## src/rtl/opseq_pkg.sv

```systemverilog
package opseq_pkg;

    localparam int DATA_W   = 16;
    localparam int OP_W     = 4;
    localparam int MODE_W   = 3;
    localparam int FIELD_W  = DATA_W - OP_W - MODE_W;
    localparam int RSEL_W   = 4;

    localparam logic [OP_W-1:0] OP_HLT  = 4'd0;
    localparam logic [OP_W-1:0] OP_LDA  = 4'd1;
    localparam logic [OP_W-1:0] OP_STA  = 4'd2;
    localparam logic [OP_W-1:0] OP_ADD  = 4'd3;
    localparam logic [OP_W-1:0] OP_SUB  = 4'd4;
    localparam logic [OP_W-1:0] OP_OUT  = 4'd5;
    localparam logic [OP_W-1:0] OP_BRP  = 4'd6;
    localparam logic [OP_W-1:0] OP_LDX  = 4'd7;
    localparam logic [OP_W-1:0] OP_DECX = 4'd8;
    localparam logic [OP_W-1:0] OP_BRPX = 4'd9;
    localparam logic [OP_W-1:0] OP_MOV  = 4'd10;
    localparam logic [OP_W-1:0] OP_BR   = 4'd11;

    localparam logic [MODE_W-1:0] MD_DIR = 3'd0;
    localparam logic [MODE_W-1:0] MD_IMM = 3'd1;
    localparam logic [MODE_W-1:0] MD_IND = 3'd2;
    localparam logic [MODE_W-1:0] MD_REL = 3'd3;
    localparam logic [MODE_W-1:0] MD_IDX = 3'd4;

    typedef struct packed {
        logic [OP_W-1:0]    op;
        logic [MODE_W-1:0]  mode;
        logic [FIELD_W-1:0] field;
    } instr_t;

    typedef enum logic [2:0] {
        CL_HALT, CL_BAD, CL_MOV, CL_REG, CL_MEM, CL_JMP
    } iclass_e;

    typedef struct packed {
        iclass_e cls;
        logic    imm;
        logic    ind;
        logic    to_x;
        logic    store;
    } dec_t;

    typedef enum logic [2:0] {
        ST_IDLE, ST_FETCH, ST_IRLD, ST_EXEC, ST_PTR, ST_OPER, ST_PCINC, ST_HALT
    } state_e;

    function automatic int wrap_addr(input int v, input int n);
        int r;
        r = v % n;
        if (r < 0) r = r + n;
        return r;
    endfunction

    function automatic logic [DATA_W-1:0] sext_field(input logic [FIELD_W-1:0] f);
        return {{(DATA_W-FIELD_W){f[FIELD_W-1]}}, f};
    endfunction

endpackage

```

## src/rtl/opseq_decode.sv

```systemverilog
module opseq_decode
    import opseq_pkg::*;
(
    input  instr_t ir,
    output dec_t   dec
);
    logic mode_ok;
    logic reg_ok;

    always_comb begin
        mode_ok   = (ir.mode <= MD_IDX);
        reg_ok    = (ir.field[FIELD_W-1] == 1'b0)
                 && (ir.field[2*RSEL_W-1:RSEL_W] <= RSEL_W'(1))
                 && (ir.field[RSEL_W-1:0] <= RSEL_W'(1));
        dec.cls   = CL_BAD;
        dec.imm   = (ir.mode == MD_IMM);
        dec.ind   = (ir.mode == MD_IND);
        dec.to_x  = (ir.op == OP_LDX);
        dec.store = (ir.op == OP_STA);
        case (ir.op)
            OP_HLT:                         dec.cls = CL_HALT;
            OP_LDA, OP_ADD, OP_SUB, OP_LDX: if (mode_ok) dec.cls = CL_MEM;
            OP_STA:                         if (mode_ok && ir.mode != MD_IMM) dec.cls = CL_MEM;
            OP_BRP, OP_BRPX, OP_BR:         if (mode_ok && ir.mode != MD_IMM) dec.cls = CL_JMP;
            OP_OUT, OP_DECX:                dec.cls = CL_REG;
            OP_MOV:                         if (reg_ok) dec.cls = CL_MOV;
            default:                        dec.cls = CL_BAD;
        endcase
    end
endmodule

```

## src/rtl/opseq_agen.sv

```systemverilog
module opseq_agen
    import opseq_pkg::*;
#(
    parameter int MEM_WORDS = 100,
    parameter int ADDR_W    = $clog2(MEM_WORDS)
) (
    input  logic [MODE_W-1:0]  mode,
    input  logic [FIELD_W-1:0] field,
    input  logic [ADDR_W-1:0]  pc,
    input  logic [DATA_W-1:0]  xval,
    output logic [ADDR_W-1:0]  ea
);
    int base;
    int offs;

    always_comb begin
        offs = int'($signed(sext_field(field)));
        case (mode)
            MD_REL:  base = int'(pc);
            MD_IDX:  base = int'($signed(xval));
            default: base = 0;
        endcase
        ea = ADDR_W'(wrap_addr(base + offs, MEM_WORDS));
    end
endmodule

```

## src/rtl/opseq_alu.sv

```systemverilog
module opseq_alu
    import opseq_pkg::*;
(
    input  logic [OP_W-1:0]   op,
    input  logic [DATA_W-1:0] a,
    input  logic [DATA_W-1:0] operand,
    output logic [DATA_W-1:0] result
);
    always_comb begin
        case (op)
            OP_ADD:  result = a + operand;
            OP_SUB:  result = a - operand;
            OP_LDA,
            OP_LDX:  result = operand;
            default: result = a;
        endcase
    end
endmodule

```

## src/rtl/opseq_top.sv

```systemverilog
module opseq_top
    import opseq_pkg::*;
#(
    parameter int MEM_WORDS = 100,
    parameter int ADDR_W    = $clog2(MEM_WORDS)
) (
    input  logic              clk,
    input  logic              rst,
    input  logic              start,
    output logic [ADDR_W-1:0] mem_addr,
    input  logic [DATA_W-1:0] mem_rdata,
    output logic [DATA_W-1:0] mem_wdata,
    output logic              mem_we,
    output logic [ADDR_W-1:0] pc,
    output logic [DATA_W-1:0] acc,
    output logic [DATA_W-1:0] xreg,
    output logic [DATA_W-1:0] out_val,
    output logic              busy,
    output logic              done,
    output logic              error
);
    state_e            state_q;
    instr_t            ir_q;
    logic [ADDR_W-1:0] pc_q, mar_q;
    logic [DATA_W-1:0] acc_q, x_q, out_q;
    logic              done_q, err_q;

    dec_t              dec;
    logic [ADDR_W-1:0] ea, ptr_addr, pc_inc;
    logic [DATA_W-1:0] operand, alu_res, mov_src;
    logic              jmp_take;

    opseq_decode u_dec (.ir(ir_q), .dec(dec));

    opseq_agen #(.MEM_WORDS(MEM_WORDS), .ADDR_W(ADDR_W)) u_agen (
        .mode(ir_q.mode), .field(ir_q.field), .pc(pc_q), .xval(x_q), .ea(ea)
    );

    assign operand = (state_q == ST_EXEC) ? sext_field(ir_q.field) : mem_rdata;

    opseq_alu u_alu (.op(ir_q.op), .a(acc_q), .operand(operand), .result(alu_res));

    assign pc_inc   = (pc_q == ADDR_W'(MEM_WORDS-1)) ? '0 : pc_q + 1'b1;
    assign ptr_addr = ADDR_W'(wrap_addr(int'($signed(mem_rdata)), MEM_WORDS));
    assign mov_src  = ir_q.field[RSEL_W] ? x_q : acc_q;

    always_comb begin
        case (ir_q.op)
            OP_BRP:  jmp_take = ~acc_q[DATA_W-1];
            OP_BRPX: jmp_take = ~x_q[DATA_W-1];
            default: jmp_take = 1'b1;
        endcase
    end

    always_ff @(posedge clk) begin
        if (rst) begin
            state_q <= ST_IDLE;
            ir_q    <= '0;
            pc_q    <= '0;
            mar_q   <= '0;
            acc_q   <= '0;
            x_q     <= '0;
            out_q   <= '0;
            done_q  <= 1'b0;
            err_q   <= 1'b0;
        end else begin
            case (state_q)
                ST_IDLE, ST_HALT: begin
                    if (start) begin
                        pc_q    <= '0;
                        acc_q   <= '0;
                        x_q     <= '0;
                        out_q   <= '0;
                        done_q  <= 1'b0;
                        err_q   <= 1'b0;
                        state_q <= ST_FETCH;
                    end
                end
                ST_FETCH: begin
                    mar_q   <= pc_q;
                    state_q <= ST_IRLD;
                end
                ST_IRLD: begin
                    ir_q    <= instr_t'(mem_rdata);
                    state_q <= ST_EXEC;
                end
                ST_EXEC: begin
                    case (dec.cls)
                        CL_HALT: begin
                            done_q  <= 1'b1;
                            state_q <= ST_HALT;
                        end
                        CL_MOV: begin
                            if (ir_q.field[0]) x_q <= mov_src;
                            else               acc_q <= mov_src;
                            pc_q    <= pc_inc;
                            state_q <= ST_FETCH;
                        end
                        CL_REG: begin
                            if (ir_q.op == OP_OUT) out_q <= acc_q;
                            else                   x_q   <= x_q - 1'b1;
                            state_q <= ST_PCINC;
                        end
                        CL_MEM, CL_JMP: begin
                            if (dec.imm) begin
                                if (dec.to_x) x_q   <= alu_res;
                                else          acc_q <= alu_res;
                                state_q <= ST_PCINC;
                            end else begin
                                mar_q   <= ea;
                                state_q <= dec.ind ? ST_PTR : ST_OPER;
                            end
                        end
                        default: begin
                            err_q   <= 1'b1;
                            state_q <= ST_HALT;
                        end
                    endcase
                end
                ST_PTR: begin
                    mar_q   <= ptr_addr;
                    state_q <= ST_OPER;
                end
                ST_OPER: begin
                    if (dec.cls == CL_JMP) begin
                        pc_q    <= jmp_take ? mar_q : pc_inc;
                        state_q <= ST_FETCH;
                    end else begin
                        if (!dec.store) begin
                            if (dec.to_x) x_q   <= alu_res;
                            else          acc_q <= alu_res;
                        end
                        state_q <= ST_PCINC;
                    end
                end
                ST_PCINC: begin
                    pc_q    <= pc_inc;
                    state_q <= ST_FETCH;
                end
                default: state_q <= ST_IDLE;
            endcase
        end
    end

    assign mem_addr  = mar_q;
    assign mem_wdata = acc_q;
    assign mem_we    = (state_q == ST_OPER) && dec.store && (dec.cls == CL_MEM);
    assign pc        = pc_q;
    assign acc       = acc_q;
    assign xreg      = x_q;
    assign out_val   = out_q;
    assign busy      = (state_q != ST_IDLE) && (state_q != ST_HALT);
    assign done      = done_q;
    assign error     = err_q;

endmodule

```

## config.mk

```make
export PLATFORM = sky130hd
export DESIGN_NAME = opseq_top
export DESIGN_NICKNAME = d
export VERILOG_FILES = /design/src/rtl/opseq_pkg.sv /design/src/rtl/opseq_decode.sv /design/src/rtl/opseq_agen.sv /design/src/rtl/opseq_alu.sv /design/src/rtl/opseq_top.sv
export SDC_FILE = /design/constraint.sdc
export NUM_CORES = 1
export LEC_CHECK = 0
export BUFFER_PORTS_ARGS = -buffer_cell sky130_fd_sc_hd__buf_2
export CAP_MARGIN = 30
export CORE_UTILIZATION = 55
export DETAILED_ROUTE_END_ITERATION = 7
export PLACE_DENSITY = 0.78
export SLEW_MARGIN = 0
export SYNTH_ARGS = -nofsm -noshare
export SYNTH_HDL_FRONTEND = slang
export SYNTH_HIERARCHICAL = 1
export SYNTH_SLANG_ARGS = --single-unit
export TNS_END_PERCENT = 5
```

## constraint.sdc

```tcl
create_clock -name clk -period 12.7 [get_ports clk]
set_input_delay 2.54 -clock clk [delete_from_list [all_inputs] [get_ports clk]]
set_output_delay 2.54 -clock clk [all_outputs]
set_load 0.005 [all_outputs]
```

==> impl_metrics.json <==
{
  "mostFrequentLayoutCells": "245 x nand2_1, 197 x nor2_1, 125 x a21oi_1",
  "pin_count": 101,
  "antenna_found_initial": 1,
  "drc": 0,
  "tns_ns": 0,
  "synth-seq-cells": 83,
  "stdcell_area_mm2": 0.0163,
  "drive_gt1_share_pct": 19.6,
  "maxCapViolCount": 0,
  "wl_per_cell_um": 19.6,
  "status": "finished, final reports clean",
  "cp_slowest_cell": "or4_4",
  "detailed_place_hpwl_um": 35000,
  "crit_type": "reg2reg",
  "dieWidth_um": 163,
  "syn_avg_cell_area_um2": 7.18,
  "place_area_mm2": 0.0153,
  "max_clock_freq_mhz": 81.3,
  "crit_fanout": 12,
  "finalCriticalPeriod_ns": 12.30,
  "vias": 16898,
  "rows": 58,
  "core_area_mm2": 0.0253,
  "cts_tree": "built",
  "grt_usage_pct": 33.8,
  "grt_max_degree": 85,
  "vias_per_cell": 6.90,
  "finalCoreUtilization_pct": 64.5,
  "numCtsBuffers": 9,
  "grt_pass1_vias": 14889,
  "finalClockSkew_ns": 0.0112,
  "ys_warn_count": 6,
  "start_kind": "register",
  "floorplan.die_area_mm2": 0.0265,
  "worst_pin_slew_ns": 0.977,
  "numClockSinks": 83,
  "cp_top_family": "compound AO/OA/AOI/OAI gates",
  "finalSetupViolCount": 0,
  "relSlewSlack_pct": 34.7,
  "finalCritPeriodShare_pct": 96.8,
  "cts.path.max_buffers": 2,
  "grt_overflow": 0,
  "final_common_cell": "nand2_1",
  "drv_slew": 0,
  "synthCells": 1983,
  "hp-class": "reg2reg",
  "ys_types": 146,
  "syn_area_mm2": 0.0142,
  "worst-path-buf-inv": 5,
  "synth_flop_cell": "dfxtp_1",
  "dr.pass1.iters": 6,
  "synth_enable_flop_cells": 0,
  "initial_utilization_pct": 56.4,
  "area.growth.synth_to_final_pct": 14.5,
  "critical_path.max_stage_delay_ns": 0.57,
  "syn_nets": 2045,
  "grt_pass1_wl_um": 74800,
  "cp.arrival_ns": 12.50,
  "drtIter0Drc": 2195,
  "drt_wl_total_um": 47900,
  "end_kind": "register",
  "crit_required_ns": 12.90,
  "numPortBuffers": 100,
  "cts_htree_levels": 3,
  "holdWs_ns": 0.496,
  "gp_congestion": 1.03,
  "clk_latency_ns": 0.35,
  "ant_nets": 0,
  "finalHoldViolCount": 0,
  "cts_root_buffer": "clkbuf_16",
  "fill_cells": 2228,
  "die_h_um": 163,
  "finish.net_count": 2174,
  "synth_seq_area_share_pct": 11.7,
  "cpMostUsedCell": "buf_4",
  "synthArstFlopShare_pct": 0,
  "path_clk_slew_ns": 0.07
}
sequential cells by signal, summed over array words and instances, names as in the netlist:
signal	cells
pc	7
ir_q	16
error	1
mem_addr	7
done	1
acc	16
state_q	3
xreg	16
out_val	16
logic make-up after synthesis:
group	after synthesis	synth area share, %
multiplexers	78	5.88
buffers and inverters	143	4.56
AND/OR/NAND/NOR	780	27.2
AO/OA/AOI/OAI	728	38.6
flip-flops	83	11.7
XOR/XNOR	126	7.96
adder cells (fa/ha/maj)	45	4.08
what timing repair did:
| item | CTS | global route |
|---|---|---|
| pin swaps | 3 | 22 |
| hold buffers | 0 | 0 |
| resized for setup | 11 | 58 |
| buffers inserted | 5 | 32 |
| endpoints found under the setup margin | 1 | 5 |
routing by layer:
| metal | track usage [%] | wire (µm) | vias to the layer above |
|---|---|---|---|
| li1 | - | - | 7833 |
| met1 | 44.2 | 19900 | 7942 |
| met2 | 56.0 | 22200 | 961 |
| met3 | 4.81 | 4120 | 162 |
| met4 | 12.2 | 1670 | 0 |
| met5 | 0 | 0 | - |
synth_stat cells (all sizes together) (15+ instances only):
cell / n / area share (%)
nor3: 55 / 2.0
nand3: 51 / 2.0
nor2b: 20 / 0.88
o31ai: 19 / 1.2
and2: 32 / 1.4
a211oi: 26 / 1.6
a31oi: 25 / 1.3
nand2: 245 / 6.5
o21ai: 136 / 4.8
a21o: 26 / 1.4
mux2i: 64 / 4.7
dfxtp: 83 / 12
xnor2: 76 / 4.8
xor2: 50 / 3.1
nor2: 204 / 5.5
o211ai: 35 / 1.9
a21oi: 138 / 5.4
and3: 16 / 0.70
or3: 25 / 1.2
nand2b: 19 / 0.84
nand4: 20 / 0.88
clkbuf: 67 / 1.8
nor4: 29 / 1.5
buf: 38 / 1.8
o22ai: 21 / 0.97
ha: 40 / 3.5
inv: 38 / 1.0
o21a: 22 / 1.2
a211o: 15 / 0.92
a221oi: 16 / 1.1
a22oi: 57 / 3.0
area by class of cell:
cell class / instances / area (µm²) / share of cell area, %
Sequential cell: 83 / 1660 / 10.2
Tap cell: 330 / 413 / 2.53
Timing Repair Buffer: 223 / 1450 / 8.87
Inverter: 38 / 143 / 0.875
Clock inverter: 7 / 56.3 / 0.346
Multi-Input combinational cell: 1757 / 12300 / 75.8
Clock buffer: 9 / 225 / 1.38
Antenna cell: 1 / 2.50 / 0.0154
worst register-to-register path: cells and delay by family (launching register included):
family                   cells  cell delay [ns]
buffers and inverters        5             0.74
AND/OR/NAND/NOR             11             2.47
adder cells (fa/ha/maj)      4             1.44
AO/OA/AOI/OAI               29             6.30
XOR/XNOR                     1             0.10
flip-flops                   1             0.35
multiplexers                 3             0.74
final timing paths:
check	from	cells after the start	slack [ns]	end
hold / removal	out_val[4]$_SDFFE_PP0P_	2	0.50	out_val[4]$_SDFFE_PP0P_
setup / recovery	ir_q[11]$_SDFFE_PP0P_	53	0.40	mem_addr[6]$_SDFFE_PP0P_
hold reg to reg	out_val[4]$_SDFFE_PP0P_	2	0.50	out_val[4]$_SDFFE_PP0P_
setup reg to reg	ir_q[11]$_SDFFE_PP0P_	53	0.40	mem_addr[6]$_SDFFE_PP0P_
metrics by stage:
| step | std cells | setup slack, ns |
|---|---|---|
| 5_1_grt | 2447 | -0.129 |
| 6_report | 2448 | 0.401 |
| 2_1_floorplan | 1983 | 0.0687 |
| 3_5_place_dp | 2392 | -0.439 |
| 4_1_cts | 2413 | 0.0233 |
| 3_3_place_gp | 2388 | -0.0390 |
Power is left out: the tool's default activity adds up to more than one toggle a clock period on the data nets, which glitch-free logic cannot reach.
